==> config.mk <==
export PLATFORM = sky130hd
export DESIGN_NAME = usb_dev_ctrl_regs
export DESIGN_NICKNAME = d
export VERILOG_FILES = /design/src/rtl/usbdc_pkg.sv /design/src/rtl/usbdc_ctrl.sv /design/src/rtl/usbdc_irq.sv /design/src/rtl/usb_dev_ctrl_regs.sv
export SDC_FILE = /design/constraint.sdc
export NUM_CORES = 1
export LEC_CHECK = 0
export BUFFER_PORTS_ARGS = -buffer_cell sky130_fd_sc_hd__buf_2
export CORE_UTILIZATION = 46
export CTS_CLUSTER_SIZE = 24
export DETAILED_ROUTE_END_ITERATION = 12
export PLACE_DENSITY = 0.76
export SETUP_SLACK_MARGIN = 0.5
export SLEW_MARGIN = 20
export SYNTH_ARGS = -nofsm -noshare
export SYNTH_HDL_FRONTEND = slang
export SYNTH_HIERARCHICAL = 1
export SYNTH_SLANG_ARGS = --single-unit
export TNS_END_PERCENT = 1
==> constraint.sdc <==
create_clock -name clk -period 0.8 [get_ports clk]
set_input_delay 0.08 -clock clk [delete_from_list [all_inputs] [get_ports clk]]
set_output_delay 0.08 -clock clk [all_outputs]
set_load 0.02 [all_outputs]
==> src/rtl/usbdc_pkg.sv <==
package usbdc_pkg;
  localparam int DATA_W = 8;
  localparam int ADDR_W = 2;

  typedef enum logic [ADDR_W-1:0] {
    REG_CTRL = 2'd0,
    REG_FLAG = 2'd1,
    REG_IEN  = 2'd2,
    REG_NONE = 2'd3
  } reg_sel_e;

  // control register bit positions
  localparam int CTL_SPEED  = 2;
  localparam int CTL_WAKE   = 1;
  localparam int CTL_DETACH = 0;

  // flag / enable register bit positions
  localparam int FLG_UPRSM = 6;
  localparam int FLG_EORSM = 5;
  localparam int FLG_WAKE  = 4;
  localparam int FLG_EORST = 3;
  localparam int FLG_SOF   = 2;
  localparam int FLG_SUSP  = 0;

  localparam logic [DATA_W-1:0] FLAG_MASK = 8'h7D;
endpackage

==> src/rtl/usbdc_ctrl.sv <==
module usbdc_ctrl
  import usbdc_pkg::*;
#(
  parameter int RESUME_CYCLES = 16
) (
  input  logic              clk,
  input  logic              rst_n,
  input  logic              wr_en,
  input  logic [DATA_W-1:0] wdata,
  input  logic              host_mode,
  input  logic              susp_flag,
  output logic [DATA_W-1:0] ctrl_rdata,
  output logic              dp_pu,
  output logic              dm_pu,
  output logic              resume_drive,
  output logic              resume_start
);
  localparam int CNT_W = (RESUME_CYCLES > 1) ? $clog2(RESUME_CYCLES) : 1;
  localparam logic [CNT_W-1:0] CNT_LAST = CNT_W'(RESUME_CYCLES - 1);

  logic             speed_q, speed_d;
  logic             detach_q, detach_d;
  logic             wake_q, wake_d;
  logic [CNT_W-1:0] cnt_q, cnt_d;
  logic             cnt_last;

  always_comb begin
    speed_d      = wr_en ? wdata[CTL_SPEED]  : speed_q;
    detach_d     = wr_en ? wdata[CTL_DETACH] : detach_q;
    resume_start = wr_en && wdata[CTL_WAKE] && susp_flag && !wake_q;
    cnt_last     = wake_q && (cnt_q == CNT_LAST);
    if (resume_start)  wake_d = 1'b1;
    else if (cnt_last) wake_d = 1'b0;
    else               wake_d = wake_q;
    cnt_d = (wake_q && !cnt_last) ? cnt_q + 1'b1 : '0;
  end

  always_ff @(posedge clk or negedge rst_n) begin
    if (!rst_n) begin
      speed_q  <= 1'b0;
      detach_q <= 1'b1;
      wake_q   <= 1'b0;
      cnt_q    <= '0;
    end else begin
      speed_q  <= speed_d;
      detach_q <= detach_d;
      wake_q   <= wake_d;
      cnt_q    <= cnt_d;
    end
  end

  always_comb begin
    ctrl_rdata             = '0;
    ctrl_rdata[CTL_SPEED]  = speed_q;
    ctrl_rdata[CTL_WAKE]   = wake_q;
    ctrl_rdata[CTL_DETACH] = detach_q;
  end

  assign dp_pu        = !host_mode && !detach_q && !speed_q;
  assign dm_pu        = !host_mode && !detach_q &&  speed_q;
  assign resume_drive = wake_q;

  // never both pull-ups at once
  a_r2_single_pullup: assert property (@(posedge clk) disable iff (!rst_n)
    !(dp_pu && dm_pu));
  // host mode keeps both pull-ups off
  a_r3_host_no_pullup: assert property (@(posedge clk) disable iff (!rst_n)
    host_mode |-> (!dp_pu && !dm_pu));
  // resume only begins after a cycle with the suspend flag set
  a_r4_needs_suspend: assert property (@(posedge clk) disable iff (!rst_n)
    $rose(resume_drive) |-> $past(susp_flag));
  // the duration counter stays inside its window
  a_r5_cnt_bound: assert property (@(posedge clk) disable iff (!rst_n)
    cnt_q <= CNT_LAST);
  // counter is idle while no resume is driven
  a_r5_cnt_idle: assert property (@(posedge clk) disable iff (!rst_n)
    !resume_drive |-> (cnt_q == '0));
endmodule

==> src/rtl/usbdc_irq.sv <==
module usbdc_irq
  import usbdc_pkg::*;
(
  input  logic              clk,
  input  logic              rst_n,
  input  logic              flag_wr,
  input  logic              ien_wr,
  input  logic [DATA_W-1:0] wdata,
  input  logic              ev_sof,
  input  logic              ev_suspend,
  input  logic              ev_end_reset,
  input  logic              ev_end_resume,
  input  logic              ev_nonidle,
  input  logic              resume_start,
  input  logic              resume_active,
  output logic [DATA_W-1:0] flag_q,
  output logic [DATA_W-1:0] ien_q,
  output logic              irq
);
  logic [DATA_W-1:0] set_vec;
  logic [DATA_W-1:0] flag_d;
  logic [DATA_W-1:0] ien_d;

  always_comb begin
    set_vec            = '0;
    set_vec[FLG_UPRSM] = resume_start;
    set_vec[FLG_EORSM] = ev_end_resume;
    set_vec[FLG_WAKE]  = ev_nonidle && !resume_active && !resume_start;
    set_vec[FLG_EORST] = ev_end_reset;
    set_vec[FLG_SOF]   = ev_sof;
    set_vec[FLG_SUSP]  = ev_suspend;
  end

  for (genvar i = 0; i < DATA_W; i++) begin : g_bit
    if (FLAG_MASK[i]) begin : g_live
      always_comb begin
        flag_d[i] = (flag_wr ? (flag_q[i] & wdata[i]) : flag_q[i]) | set_vec[i];
        ien_d[i]  = ien_wr ? wdata[i] : ien_q[i];
      end
      always_ff @(posedge clk or negedge rst_n) begin
        if (!rst_n) begin
          flag_q[i] <= 1'b0;
          ien_q[i]  <= 1'b0;
        end else begin
          flag_q[i] <= flag_d[i];
          ien_q[i]  <= ien_d[i];
        end
      end
    end else begin : g_rsvd
      assign flag_d[i] = 1'b0;
      assign ien_d[i]  = 1'b0;
      assign flag_q[i] = 1'b0;
      assign ien_q[i]  = 1'b0;
    end
  end

  assign irq = |(flag_q & ien_q);

  // a flag only rises where hardware raised a set request
  a_r8_no_sw_set: assert property (@(posedge clk) disable iff (!rst_n)
    1'b1 |=> ((flag_q & ~$past(flag_q) & ~$past(set_vec)) == '0));
  // every hardware set lands, even against a clearing write
  a_r9_set_wins: assert property (@(posedge clk) disable iff (!rst_n)
    (set_vec != '0) |=> ((flag_q & $past(set_vec)) == $past(set_vec)));
  // upstream resume flag rises together with the drive
  a_r10_uprsm_flag: assert property (@(posedge clk) disable iff (!rst_n)
    $rose(resume_active) |-> flag_q[FLG_UPRSM]);
  // wake-up flag never comes from the block's own resume
  a_r11_wake_src: assert property (@(posedge clk) disable iff (!rst_n)
    $rose(flag_q[FLG_WAKE]) |-> $past(ev_nonidle && !resume_active));
endmodule

==> src/rtl/usb_dev_ctrl_regs.sv <==
module usb_dev_ctrl_regs
  import usbdc_pkg::*;
#(
  parameter int RESUME_CYCLES = 16
) (
  input  logic              clk,
  input  logic              rst_n,
  input  logic              bus_wr,
  input  logic [ADDR_W-1:0] bus_addr,
  input  logic [DATA_W-1:0] bus_wdata,
  output logic [DATA_W-1:0] bus_rdata,
  input  logic              host_mode,
  input  logic              ev_sof,
  input  logic              ev_suspend,
  input  logic              ev_end_reset,
  input  logic              ev_end_resume,
  input  logic              ev_nonidle,
  output logic              dp_pullup_en,
  output logic              dm_pullup_en,
  output logic              resume_drive,
  output logic              irq
);
  logic [1:0]        rst_pipe_q;
  logic              rst_int_n;
  logic              wr_ctrl, wr_flag, wr_ien;
  logic [DATA_W-1:0] ctrl_rdata, flag_q, ien_q;
  logic              resume_start;
  reg_sel_e          sel;

  always_ff @(posedge clk or negedge rst_n) begin
    if (!rst_n) rst_pipe_q <= 2'b00;
    else        rst_pipe_q <= {rst_pipe_q[0], 1'b1};
  end
  assign rst_int_n = rst_pipe_q[1];

  assign sel     = reg_sel_e'(bus_addr);
  assign wr_ctrl = bus_wr && (sel == REG_CTRL);
  assign wr_flag = bus_wr && (sel == REG_FLAG);
  assign wr_ien  = bus_wr && (sel == REG_IEN);

  usbdc_ctrl #(.RESUME_CYCLES(RESUME_CYCLES)) u_ctrl (
    .clk          (clk),
    .rst_n        (rst_int_n),
    .wr_en        (wr_ctrl),
    .wdata        (bus_wdata),
    .host_mode    (host_mode),
    .susp_flag    (flag_q[FLG_SUSP]),
    .ctrl_rdata   (ctrl_rdata),
    .dp_pu        (dp_pullup_en),
    .dm_pu        (dm_pullup_en),
    .resume_drive (resume_drive),
    .resume_start (resume_start)
  );

  usbdc_irq u_irq (
    .clk           (clk),
    .rst_n         (rst_int_n),
    .flag_wr       (wr_flag),
    .ien_wr        (wr_ien),
    .wdata         (bus_wdata),
    .ev_sof        (ev_sof),
    .ev_suspend    (ev_suspend),
    .ev_end_reset  (ev_end_reset),
    .ev_end_resume (ev_end_resume),
    .ev_nonidle    (ev_nonidle),
    .resume_start  (resume_start),
    .resume_active (resume_drive),
    .flag_q        (flag_q),
    .ien_q         (ien_q),
    .irq           (irq)
  );

  always_comb begin
    unique case (sel)
      REG_CTRL: bus_rdata = ctrl_rdata;
      REG_FLAG: bus_rdata = flag_q;
      REG_IEN:  bus_rdata = ien_q;
      default:  bus_rdata = '0;
    endcase
  end

  // interrupt line low whenever the enable register is empty
  a_r12_irq_needs_enable: assert property (@(posedge clk) disable iff (!rst_int_n)
    (ien_q == '0) |-> !irq);
endmodule

* Yosys cells after proc, flatten, opt, wreduce, memory -nomap -nowiden
Index checks and enable logic that the tools add are counted.
** Word-level totals
- Bits in registers :: 21
- Input port bits :: 19
- Word-level logic and storage cells :: 66
** Operators by class
- $add $sub $neg :: 1
- Eq/ne operators :: 3
- Mux-type cells :: 10
- Bitwise operators :: 13
- Reduce and logical (&&, ||, !) cells :: 22
** Operator list (count)
- 7-bit case mux with 3 select lines :: 1
- 1-bit logical AND :: 13
- 1-bit two-way mux :: 8
- 8-bit OR reduction :: 1
- 7-bit AND :: 1
- 1-bit AND :: 6
- 1-bit logical NOT :: 6
- 1-bit OR :: 6
- 4-bit by 1-bit adder with 4-bit output (second input constant) :: 1
- 4-bit equality test (second input constant) :: 1
- 4-bit two-way mux :: 1
- 2-bit by 1-bit equality test with 1-bit output (second input constant) :: 1
- 2-bit equality test (second input constant) :: 1
- 2-bit logical NOT :: 1
- 2-bit nonzero test :: 1

* Longest topological paths before layout
Gate-level depths: netlist of the first run.
- Depth after elaboration :: 8
- Gate-level depth with buffers :: 5
- Gate-level depth less buffers :: 4

* By module
Netlist of the first run, hierarchy kept.
** By module, submodules not included
- usbdc_irq :: instances 1, cells each 41, area an instance 550.5 µm², seq. area each 300.3 µm²
- usbdc_ctrl :: instances 1, cells each 32, area an instance 370.4 µm², seq. area each 176.4 µm²
- usb_dev_ctrl_regs :: instances 1, cells each 26, area an instance 254.0 µm², seq. area each 50.0 µm²

* Worst setup path after synthesis of the first run
No wires, ideal clock.
- Path kind :: reg2out
- Start :: register u_ctrl.wake_q (netlist: u_ctrl/resume_drive)
- End :: output bus_rdata[1]
- Data arrival time :: 1.089 ns
- Required time :: 0.720 ns
- Setup slack :: -0.369 ns
- Stages on the path, launching flop included :: 4
- Buffers on the path :: 1
- Cell sequence :: dfrtp_1 -> buf_4 -> mux2i_1 -> o2bb2ai_1
** Between the ends
- Longest elaborated chain between the ends :: 1
** RTL lines
- start, declared :: RTL line usbdc_ctrl.sv:23 : logic wake_q, wake_d;
- start signal, assigned :: RTL line usbdc_ctrl.sv:47 : wake_q <= wake_d;
- 7-bit case mux with 3 select lines :: RTL line usb_dev_ctrl_regs.sv:74 : unique case (sel)
- end, declared :: RTL line usb_dev_ctrl_regs.sv:11 : output logic [DATA_W-1:0] bus_rdata,
No other way between the ends.

* Worst setup path in the final report of the first run
- Start :: register u_irq.ien_q[3]
- End :: output irq
** Between the ends
- Longest elaborated chain between the ends :: 2
** RTL lines
- start, declared :: RTL line usbdc_irq.sv:17 : output logic [DATA_W-1:0] ien_q,
- start signal, assigned by index :: RTL line usbdc_irq.sv:46 : ien_q[i] <= ien_d[i];
- 7-bit AND :: RTL line usbdc_irq.sv:57 : assign irq = |(flag_q & ien_q);
- 8-bit OR reduction :: RTL line usbdc_irq.sv:57
- end, declared :: RTL line usb_dev_ctrl_regs.sv:21 : output logic irq
No other way between the ends.

==> summary.md, run 1 <==
| Metric | Value |
|---|---|
| Reg-to-reg startpoint | `u_irq/flag_q[0]$_DFF_PN0_` |
| Largest net degree at the start of global routing | `12` |
| Final Critical Period | `1.27 ns` |
| Flop pwr share | `0.448` |
| Max Fclk | `just under 800 MHz` |
| Clock Skews | `approximately 0.0038 ns` |
| Critical Path RT | `slightly above 0.7 ns` |
| Worst hold slack | `-0.0430 ns` |
| End of the worst register-to-register path | `u_ctrl/resume_drive$_DFFE_PN0P_` |
| YS warnings | `6` |
| Post-synthesis register bit count | `21` |
| CTS Sinks | `21` |
| Util after Layout | `0.706` |
| R2R setup slack | `-0.35 ns` |
| Post-synthesis cell area | `between 1000 and 1500 µm²` |
| Switching Share | `0.317` |
| Core Area | `between 2000 and 2500 µm²` |
| First drt pass iteration count | `4` |
| Die area | `~2800 µm²` |
| Port Buf Inserts | `28` |
| Die Y | `between 50 and 60 µm` |
| DP Wirelength | `1860 µm` |
| Post-synth top area cell | `dfrtp_1` |
| Int Power | `approximately 2.4 mW` |
| Max_cap viols | `0` |
| Initial antenna violation count | `0` |
| Classification of the worst setup path | `flip-flop to output pin` |
| Initial core utilization | `0.507` |
| Combinational fraction of design power | `0.414` |
| CP max FO | `2` |
| Final count of hold timing violations | `5` |
| Detail Route Antenna Nets | `0` |
| Synth area leaders | `dfrtp_1, buf_4, mux2_4` |
| R2r worst-path depth | `4` |
| Antenna Cells | `0` |
| Post-synth top area share | `0.426` |
| Crit end category | `output pin` |
| Final Max Tran Viols | `0` |
| Finished Cell Area | `roughly 1600 µm²` |
| Hold Path Stages | `2` |
| CTS tree | `yes` |
| DIE WIDTH | `52.5 µm` |
| Placed Cells incl. Taps | `between 150 and 200` |
| Placed Area | `1450 µm²` |
| Drt wl/cell | `~15 µm` |
| Routed wl met3 | `about 64 µm` |
| GRT Util Overall | `0.208` |
| Nets | `roughly 170` |
| Final Non-Filler Cells | `about 170` |
| Cts bufs inserted | `3` |
| Hold EP | `u_irq/flag_q[5]$_DFF_PN0_` |
| Result of the run | `complete, but fails checks` |
| Failing checks | `negative hold slack, negative setup slack` |
| Routed vias/inst | `~5.2` |
| Cell count after synthesis | `99` |
| Global route overflow | `0` |
| First-pass GRT wire length | `4060 µm` |
| Placer Congestion | `between 0.8 and 0.9` |
| DRC | `0` |
| Area of the multi-input gates | `approximately 640 µm²` |
| Pre-CTS setup slack | `-0.373 ns` |
| Clk slew on worst S/H paths | `0.11 ns` |
| WP data arrival | `between 1 and 1.5 ns` |
| Sequential Area | `approximately 530 µm²` |
| Pwr/cell area | `2150 nW/µm²` |
| Top Ports | `31` |
| Ratio of cells with drive above 1 in the final layout | `0.569` |
| Final wirelength | `2600 µm` |
| Unrepaired setup endpoints after global routing | `true` |
| Fillers | `~170` |
| Clock Latency Late Sink | `0.29 ns` |
| Root Driver | `clkbuf_4` |
| Max H-tree Level | `1` |
| Crit start category | `flip-flop` |
| Row cnt | `17` |
| Initial DRC Count | `5` |
| Most frequent cells in the layout | `buf_4, dfrtp_1, buf_2, conb_1, buf_6` |
| WL met2 | `1400 µm` |
| Setup violators final | `25` |
| Metal1 wirelength | `between 1000 and 1500 µm` |
| Highest metal used | `met4` |
| Maximum buffer depth of the clock tree | `2` |
| Register area share after synthesis | `0.448` |
| Commonest non-fill, non-tap cell in the layout | `buf_4` |
| # hold bufs at CTS | `1` |
| VDD IR-drop max | `between 0.002 and 0.0025 V` |
| LEAKAGE | `about 0.77 nW` |
| Worst hold path type | `input pin to flip-flop` |
| Vias | `886` |
| Vias in the first global route | `between 900 and 1000` |
| PnR worst setup slack | `-0.473 ns` |
| Worst Hold Launch | `ev_end_resume` |
| Post-synth cell types | `31` |
| Area delta synth->final | `39.4%` |
| Avg Cell Area, Syn | `11.9 µm²` |
| Net load switching power | `around 1.1 mW` |
| Clock power share | `0.138` |
| Period utilisation layout | `1.59` |
synth_stat cells:
library cell / n
dfrtp_1: 20
buf_4: 12
mux2i_1: 8
o2bb2ai_1: 8
a21o_1: 6
mux2_4: 6
nand2b_1: 6
a22oi_1: 3
conb_1: 3
buf_2: 2
buf_6: 2
mux2_2: 2
nand3_1: 2
nor3b_1: 2
a21oi_1: 1
a22o_1: 1
and2_1: 1
and2_2: 1
and3_1: 1
and3_2: 1
and3b_1: 1
and3b_2: 1
and4b_1: 1
dfstp_2: 1
ha_1: 1
nand2_1: 1
nor2_1: 1
nor2b_1: 1
nor3_1: 1
o221a_2: 1
xor2_1: 1
power by group through the flow:
stage | registers, mW | clock network (mW) | logic [mW]
6_report | 1.58 | 0.484 | 1.46
5_1_grt | 1.62 | 0.546 | 1.56
4_1_cts | 1.54 | 0.516 | 1.35
3_5_place_dp | 1.52 | 0 | 1.12
3_3_place_gp | 1.51 | 0 | 1.09
2_1_floorplan | 1.54 | 0 | 0.734
state kept, by name, indices dropped and copies added (netlist names):
register / cells
u_irq/ien_q: 6
u_ctrl/cnt_q: 4
u_ctrl/resume_drive: 1
u_ctrl/detach_q: 1
u_irq/flag_q: 6
u_ctrl/speed_q: 1
rst_pipe_q: 2
logic make-up (layout without fill, tap and decap cells):
logic type,after synthesis,in the layout,synth area share
DFF,21,21,0.448
buffers and inverters,16,54,0.104
xor gates and xnor gates,1,1,0.00746
muxes,16,16,0.164
adders and majority gates,1,1,0.0106
and+or+nand+nor,21,21,0.117
other,3,10,0.00958
AOI/OAI and AO/OA,20,20,0.138
how the worst max path moves through the flow:
stage	start	end	slack, ns	cells after the start
2_1_floorplan	u_ctrl/resume_drive$_DFFE_PN0P_	u_irq/flag_q[4]$_DFF_PN0_	-0.29	3
3_3_place_gp	bus_addr[0]	u_ctrl/speed_q$_DFFE_PN0P_	-0.33	5
3_5_place_dp	bus_addr[0]	u_ctrl/speed_q$_DFFE_PN0P_	-0.37	5
4_1_cts	u_ctrl/detach_q$_DFFE_PN1P_	bus_rdata[0]	-0.47	3
5_1_grt	u_irq/ien_q[3]$_DFFE_PN0P_	irq	-0.54	3
6_report	u_irq/ien_q[3]$_DFFE_PN0P_	irq	-0.47	3
worst max-delay path: stages (launching register included):
cell and delay, ns:
dfrtp_1 0.43, a22oi_2 0.22, nand3_2 0.11, buf_6 0.14
final cells by class:
| class | instances | area share |
|---|---|---|
| Clock buffer | 4 | 0.0160 |
| Multi-Input combinational cell | 69 | 0.391 |
| Sequential cell | 21 | 0.323 |
| Tap cell | 28 | 0.0214 |
| Timing Repair Buffer | 50 | 0.248 |
metrics by stage:
stage                     setup TNS, ns  hold WS, ns  total power, mW
after floorplan                   -4.44       -0.216             2.27
after global placement            -6.50       -0.135             2.60
after detailed placement          -7.07       -0.132             2.64
after CTS                         -6.57      -0.0504             3.41
after global routing              -7.82      -0.0535             3.72
final                             -6.72      -0.0430             3.52
repair_timing:
item	4_1_cts	5_1_grt
buffers inserted	2	0
gates resized for setup	22	15
endpoints found under the hold margin	7	5
gates cloned	0	0
pin swaps	11	5
endpoints found under the setup margin	50	50
per-layer routing:
layer  up-vias  GRT usage
met3         4     0.0319
met4         0     0.0526
met1       441      0.250
met5         -          0
met2        18      0.380
li1        423          -
No activity file was read; power rests on OpenSTA's default activity.
==> inputs of run 2 (changes only) <==
==> constraint.sdc (replaced) <==
create_clock -name clk -period 1.09 [get_ports clk]
set_input_delay 0.109 -clock clk [delete_from_list [all_inputs] [get_ports clk]]
set_output_delay 0.109 -clock clk [all_outputs]
set_load 0.02 [all_outputs]
==> summary.md, run 2 (synthesis results as in run 1) <==
| Metric | Value |
|---|---|
| Result of the run | `complete, but fails checks` |
| Failing checks | `negative hold slack, negative setup slack` |
| R2R setup slack | `-0.03 ns (+0.32 ns)` |
| Flop pwr share | `0.464 (+0.016)` |
| Final Critical Period | `around 1.3 ns` |
| Pre-CTS setup slack | `-0.0969 ns (+0.276 ns)` |
| GRT Util Overall | `0.210 (+0.00236)` |
| Int Power | `1.66 mW (-31%)` |
| Clock Latency Late Sink | `0.31 ns (+0.02 ns)` |
| Max H-tree Level | `1 (unchanged)` |
| Largest net degree at the start of global routing | `16 (+4)` |
| Clock power share | `0.155 (+0.017)` |
| First drt pass iteration count | `4 (unchanged)` |
| Classification of the worst setup path | `flip-flop to output pin` |
| Net load switching power | `844 µW (-24%)` |
| Most frequent cells in the layout | `buf_2, buf_4, dfrtp_1, conb_1` |
| Top Registers | `u_irq/flag_q x6, u_irq/ien_q x6, u_ctrl/cnt_q x4` |
| Detail Route Antenna Nets | `0 (unchanged)` |
| R2r worst-path depth | `4 (unchanged)` |
| DIE WIDTH | `52.5 µm (unchanged)` |
| Commonest non-fill, non-tap cell in the layout | `buf_2` |
| Crit start category | `flip-flop` |
| CP max FO | `3 (+1)` |
| First-pass GRT wire length | `4090 µm (+0.84%)` |
| Die Y | `52.5 µm (unchanged)` |
| Crit end category | `output pin` |
| Row cnt | `17 (unchanged)` |
| Combinational fraction of design power | `0.381 (-0.033)` |
| Initial core utilization | `0.507 (unchanged)` |
| Clk slew on worst S/H paths | `0.12 ns (about the same)` |
| CP Launch Point | `u_irq/flag_q[4]$_DFF_PN0_` |
| Worst hold path type | `input pin to flip-flop` |
| Vias | `859 (-3.0%)` |
| Pwr/cell area | `1580 nW/µm² (-26%)` |
| Initial DRC Count | `8 (+3)` |
| Worst hold slack | `-0.0371 ns (+0.00591 ns)` |
| Vias in the first global route | `897 (-2.3%)` |
| Maximum buffer depth of the clock tree | `2 (unchanged)` |
| PnR worst setup slack | `-0.230 ns (+0.243 ns)` |
| Reg-to-reg startpoint | `u_irq/flag_q[0]$_DFF_PN0_` |
| Antenna Cells | `0 (unchanged)` |
| CTS Sinks | `21 (unchanged)` |
| # hold bufs at CTS | `1 (unchanged)` |
| CTS tree | `yes` |
| Port Buf Inserts | `28 (unchanged)` |
| Switching Share | `0.336 (+0.0194)` |
| Final count of hold timing violations | `4 (-1)` |
| Final wirelength | `2520 µm (-2.9%)` |
| DP Wirelength | `1830 µm (-1.8%)` |
| CP Capture Point | `irq` |
| Root Driver | `clkbuf_4` |
| Max Fclk | `~760 MHz` |
| End of the worst register-to-register path | `u_ctrl/resume_drive$_DFFE_PN0P_` |
| VDD IR-drop max | `0.00138 V (-32%)` |
| Area delta synth->final | `35.1%` |
| Routed vias/inst | `5.08 (-1.3%)` |
| Core Area | `2320 µm² (unchanged)` |
| LEAKAGE | `0.753 nW (-1.8%)` |
| Setup violators final | `13 (-48%)` |
| Drt wl/cell | `14.9 µm (-1.2%)` |
| Global route overflow | `0 (unchanged)` |
| Ratio of cells with drive above 1 in the final layout | `0.553 (-0.0163)` |
| Initial antenna violation count | `0 (unchanged)` |
| Cts bufs inserted | `3 (unchanged)` |
| Critical Path RT | `0.98 ns (+0.26 ns)` |
| Placer Congestion | `0.767 (-6.7%)` |
| WP data arrival | `1.21 ns (+0.02 ns)` |
| Top Ports | `31 (unchanged)` |
| Clock Skews | `0.00172 ns (-0.00211 ns)` |
| Max_cap viols | `0 (unchanged)` |
| DRC | `0 (unchanged)` |
| Nets | `162 (-1.8%)` |
| Unrepaired setup endpoints after global routing | `true` |
| Period utilisation layout | `1.21` |
| Die area | `2760 µm² (unchanged)` |
| Util after Layout | `0.685 (-0.0216)` |
| Final Max Tran Viols | `0 (unchanged)` |
==> run 2: timing repair <==
item | in CTS | in global routing
setup buffers | 5 | 1
endpoints found under the setup margin | 31 | 31
hold endpoints to repair | 6 | 4
pin swaps | 10 | 7
gates resized for setup | 21 | 11
==> run 2: power groups by stage <==
| stage | clock network (mW) | registers, mW | logic (mW) |
|---|---|---|---|
| 2_1_floorplan | 0 | 1.13 | 0.539 |
| 3_3_place_gp | 0 | 1.12 | 0.712 |
| 3_5_place_dp | 0 | 1.13 | 0.739 |
| 4_1_cts | 0.403 | 1.15 | 0.916 |
| 5_1_grt | 0.428 | 1.18 | 1.03 |
| 6_report | 0.390 | 1.16 | 0.955 |
==> run 2: final cells by class <==
class | instances | area (µm²)
Timing Repair Buffer | 47 | 363
Clock buffer | 3 | 22.5
Tap cell | 28 | 35.0
Sequential cell | 21 | 531
Fill cell | 176 | 731
Clock inverter | 1 | 5.00
Multi-Input combinational cell | 69 | 632
==> run 2: critical path, cell delays in order, from the launching register on <==
cell     delay, ns
dfrtp_1       0.43
a22oi_2       0.22
nand3_2       0.10
buf_6         0.14
==> run 2: worst min-delay path by stage <==
stage,from,end,slack [ns],cells past startpoint
after floorplan,rst_n,rst_pipe_q[0]$_DFF_PN0_,-0.19,0
after global placement,rst_n,rst_pipe_q[0]$_DFF_PN0_,-0.11,1
after detailed placement,rst_n,rst_pipe_q[0]$_DFF_PN0_,-0.10,1
after CTS,ev_sof,u_irq/flag_q[2]$_DFF_PN0_,-0.04,2
after global routing,ev_end_resume,u_irq/flag_q[5]$_DFF_PN0_,-0.05,2
final,ev_sof,u_irq/flag_q[2]$_DFF_PN0_,-0.04,2
==> run 2: per-stage QoR <==
step | TNS [ns] | power [mW] | instance area (µm²) | std cells
after detailed placement | -0.481 | 1.87 | 1390 | 158
after global placement | -0.410 | 1.83 | 1390 | 158
after CTS | -1.96 | 2.47 | 1550 | 168
after floorplan | -0.00377 | 1.67 | 1220 | 106
final | -1.92 | 2.51 | 1590 | 169
after global routing | -2.57 | 2.65 | 1590 | 169
==> run 2: routing by layer <==
layer,wire length (µm),GRT usage,vias up
li1,-,-,415
met1,1100,0.265,418
met2,1300,0.359,24
met3,102,0.0348,2
met4,29,0.0746,0
met5,0,0,-
==> inputs of run 3 (changes only) <==
==> constraint.sdc (replaced) <==
create_clock -name clk -period 1.1 [get_ports clk]
set_input_delay 0.11 -clock clk [delete_from_list [all_inputs] [get_ports clk]]
set_output_delay 0.11 -clock clk [all_outputs]
set_load 0.02 [all_outputs]
==> summary.md, run 3 (synthesis results as in run 1) <==
| Metric | Value |
|---|---|
| Max_cap viols | `0 (unchanged)` |
| Final wirelength | `2440 µm (-3.4%)` |
| DIE WIDTH | `52.5 µm (unchanged)` |
| Max Fclk | `767 MHz` |
| Commonest non-fill, non-tap cell in the layout | `buf_2` |
| Max H-tree Level | `1 (unchanged)` |
| Crit start category | `flip-flop` |
| DRC | `0 (unchanged)` |
| Worst path cell trace | `mux2i_1 > o2bb2ai_2 > buf_6` |
| Initial DRC Count | `13 (+5)` |
| Die Y | `52.5 µm (unchanged)` |
| Area of the multi-input gates | `624 µm² (-1.2%)` |
| Drt wl/cell | `14.6 µm (-2.3%)` |
| Setup violators final | `14 (+1)` |
| Placed Area | `1390 µm² (unchanged)` |
| Vias in the first global route | `807 (-10%)` |
| Fillers | `180 (+2.3%)` |
| Period utilisation layout | `1.18` |
| GRT Util Overall | `0.188 (-0.0218)` |
| CTS Sinks | `21 (unchanged)` |
| Placer Congestion | `0.762 (-0.64%)` |
| Die area | `2760 µm² (unchanged)` |
| Finished Cell Area | `1560 µm² (-1.8%)` |
| Final count of hold timing violations | `4 (unchanged)` |
| Classification of the worst setup path | `flip-flop to output pin` |
| First drt pass iteration count | `3 (-1)` |
| WP data arrival | `1.19 ns (-0.02 ns)` |
| Top Registers | `u_irq/flag_q x6, u_irq/ien_q x6, u_ctrl/cnt_q x4` |
| Final Max Tran Viols | `0 (unchanged)` |
| Cts bufs inserted | `3 (unchanged)` |
| Unrepaired setup endpoints after global routing | `true` |
| Crit end category | `output pin` |
| Detail Route Antenna Nets | `0 (unchanged)` |
| Initial antenna violation count | `0 (unchanged)` |
| CP bufs+invs | `1 (unchanged)` |
| Top Ports | `31 (unchanged)` |
| Worst hold slack | `-0.0169 ns (+0.0202 ns)` |
| Delay-heaviest family, CP | `flip-flops` |
| CP max FO | `2 (-1)` |
| Clk slew on worst S/H paths | `0.11 ns (about the same)` |
| Result of the run | `complete, but fails checks` |
| Port Buf Inserts | `28 (unchanged)` |
| PnR worst setup slack | `-0.203 ns (+0.0268 ns)` |
| Maximum buffer depth of the clock tree | `2 (unchanged)` |
| Largest net degree at the start of global routing | `16 (unchanged)` |
| Global route overflow | `0 (unchanged)` |
| VDD IR-drop max | `0.00130 V (-6.1%)` |
| Nets | `160 (-1.2%)` |
| Initial core utilization | `0.507 (unchanged)` |
| Root Driver | `clkbuf_4` |
| Clock Skews | `0.00274 ns (+0.00102 ns)` |
| # hold bufs at CTS | `1 (unchanged)` |
| PnR Total Power | `2.40 mW (-4.5%)` |
| Final Critical Period | `roughly 1.3 ns` |
| First-pass GRT wire length | `3630 µm (-11%)` |
| Ratio of cells with drive above 1 in the final layout | `0.532 (-0.0208)` |
| Critical Path RT | `0.99 ns (about the same)` |
| Antenna Cells | `0 (unchanged)` |
| Pwr/cell area | `1540 nW/µm² (-2.7%)` |
| Routed vias/inst | `5.05 (-0.57%)` |
| LEAKAGE | `0.740 nW (-1.7%)` |
| CTS tree | `yes` |
| DP Wirelength | `1650 µm (-9.6%)` |
| CP peak stage delay | `0.55 ns (+0.12 ns)` |
| Row cnt | `17 (unchanged)` |
| Area delta synth->final | `32.7%` |
| Worst hold path type | `input pin to flip-flop` |
| Vias | `844 (-1.7%)` |
| Slowest stage cell, crit path | `dfstp_2` |
| Failing checks | `negative hold slack, negative setup slack` |
| Core Area | `2320 µm² (unchanged)` |
| Sequential Area | `529 µm² (-0.24%)` |
| Most frequent cells in the layout | `buf_2, dfrtp_1, buf_4, conb_1, mux2i_1` |
| Clock Latency Late Sink | `0.29 ns (-0.02 ns)` |
run 3: cell types whose count changed in the layout (fill, tap and decap cells not counted):
cell	delta
buf_4	-1
buf_6	-1
clkbuf_1	+1
clkinv_2	-1
dfrtp_1	+1
dfrtp_2	-1
nand3_1	+1
nand3_4	-1
nor3_1	-1
nor3_2	+1
run 3: layer usage:
layer,vias up,share of wire,track usage
met5,-,0,0
met4,0,0.010,0.0921
met3,2,0.036,0.0290
met2,18,0.51,0.323
met1,411,0.45,0.227
li1,413,-,-
run 3: timing repair:
action / in CTS / in global routing
resized for setup: 24 / 5
setup endpoints to repair: 31 / 31
pin swaps: 14 / 3
endpoints found under the hold margin: 6 / 4
setup buffers: 3 / 1
run 3: worst paths after layout:
| path | slack (ns) | end | cells after the start | startpoint |
|---|---|---|---|---|
| worst min-delay path | -0.02 | u_irq/flag_q[0]$_DFF_PN0_ | 2 | ev_suspend |
| worst min register to register | 0.08 | u_ctrl/cnt_q[3]$_DFF_PN0_ | 0 | rst_pipe_q[1]$_DFF_PN0_ |
| max in group asynchronous | 0.59 | u_ctrl/detach_q$_DFFE_PN1P_ | 1 | rst_pipe_q[1]$_DFF_PN0_ |
| min in group asynchronous | 0.08 | u_ctrl/cnt_q[3]$_DFF_PN0_ | 0 | rst_pipe_q[1]$_DFF_PN0_ |
| worst max register to register | -0.04 | u_ctrl/resume_drive$_DFFE_PN0P_ | 4 | u_irq/flag_q[0]$_DFF_PN0_ |
| worst max-delay path | -0.20 | bus_rdata[0] | 3 | u_ctrl/detach_q$_DFFE_PN1P_ |
run 3: report_power, final:
part,leakage (nW),internal [mW],switching (mW)
clock,0.0150,0.141,0.216
combinational,0.488,0.535,0.365
sequential,0.237,0.951,0.187
total,0.740,1.63,0.768
run 3: worst reg2reg max path, cell delays in order, from the launching register on:
cell     delay, ns
dfrtp_1       0.43
buf_4         0.15
and4b_1       0.18
buf_4         0.14
a21o_1        0.14
run 3: per-stage QoR:
stage	TNS, ns	cells	utilization	worst slack (ns)
floorplan	0	106	-	0.00623
global placement	-0.328	158	0.598	-0.0630
detailed placement	-0.438	158	0.598	-0.0733
CTS	-1.54	166	0.662	-0.215
global route	-2.27	167	0.672	-0.272
finish	-1.52	167	0.672	-0.203
run 3: final cells by class:
cell class	count	area share
clock buffers	4	0.0169
multi-input cells	69	0.400
flip-flops and latches	21	0.339
well taps	28	0.0225
repair buffers	45	0.221
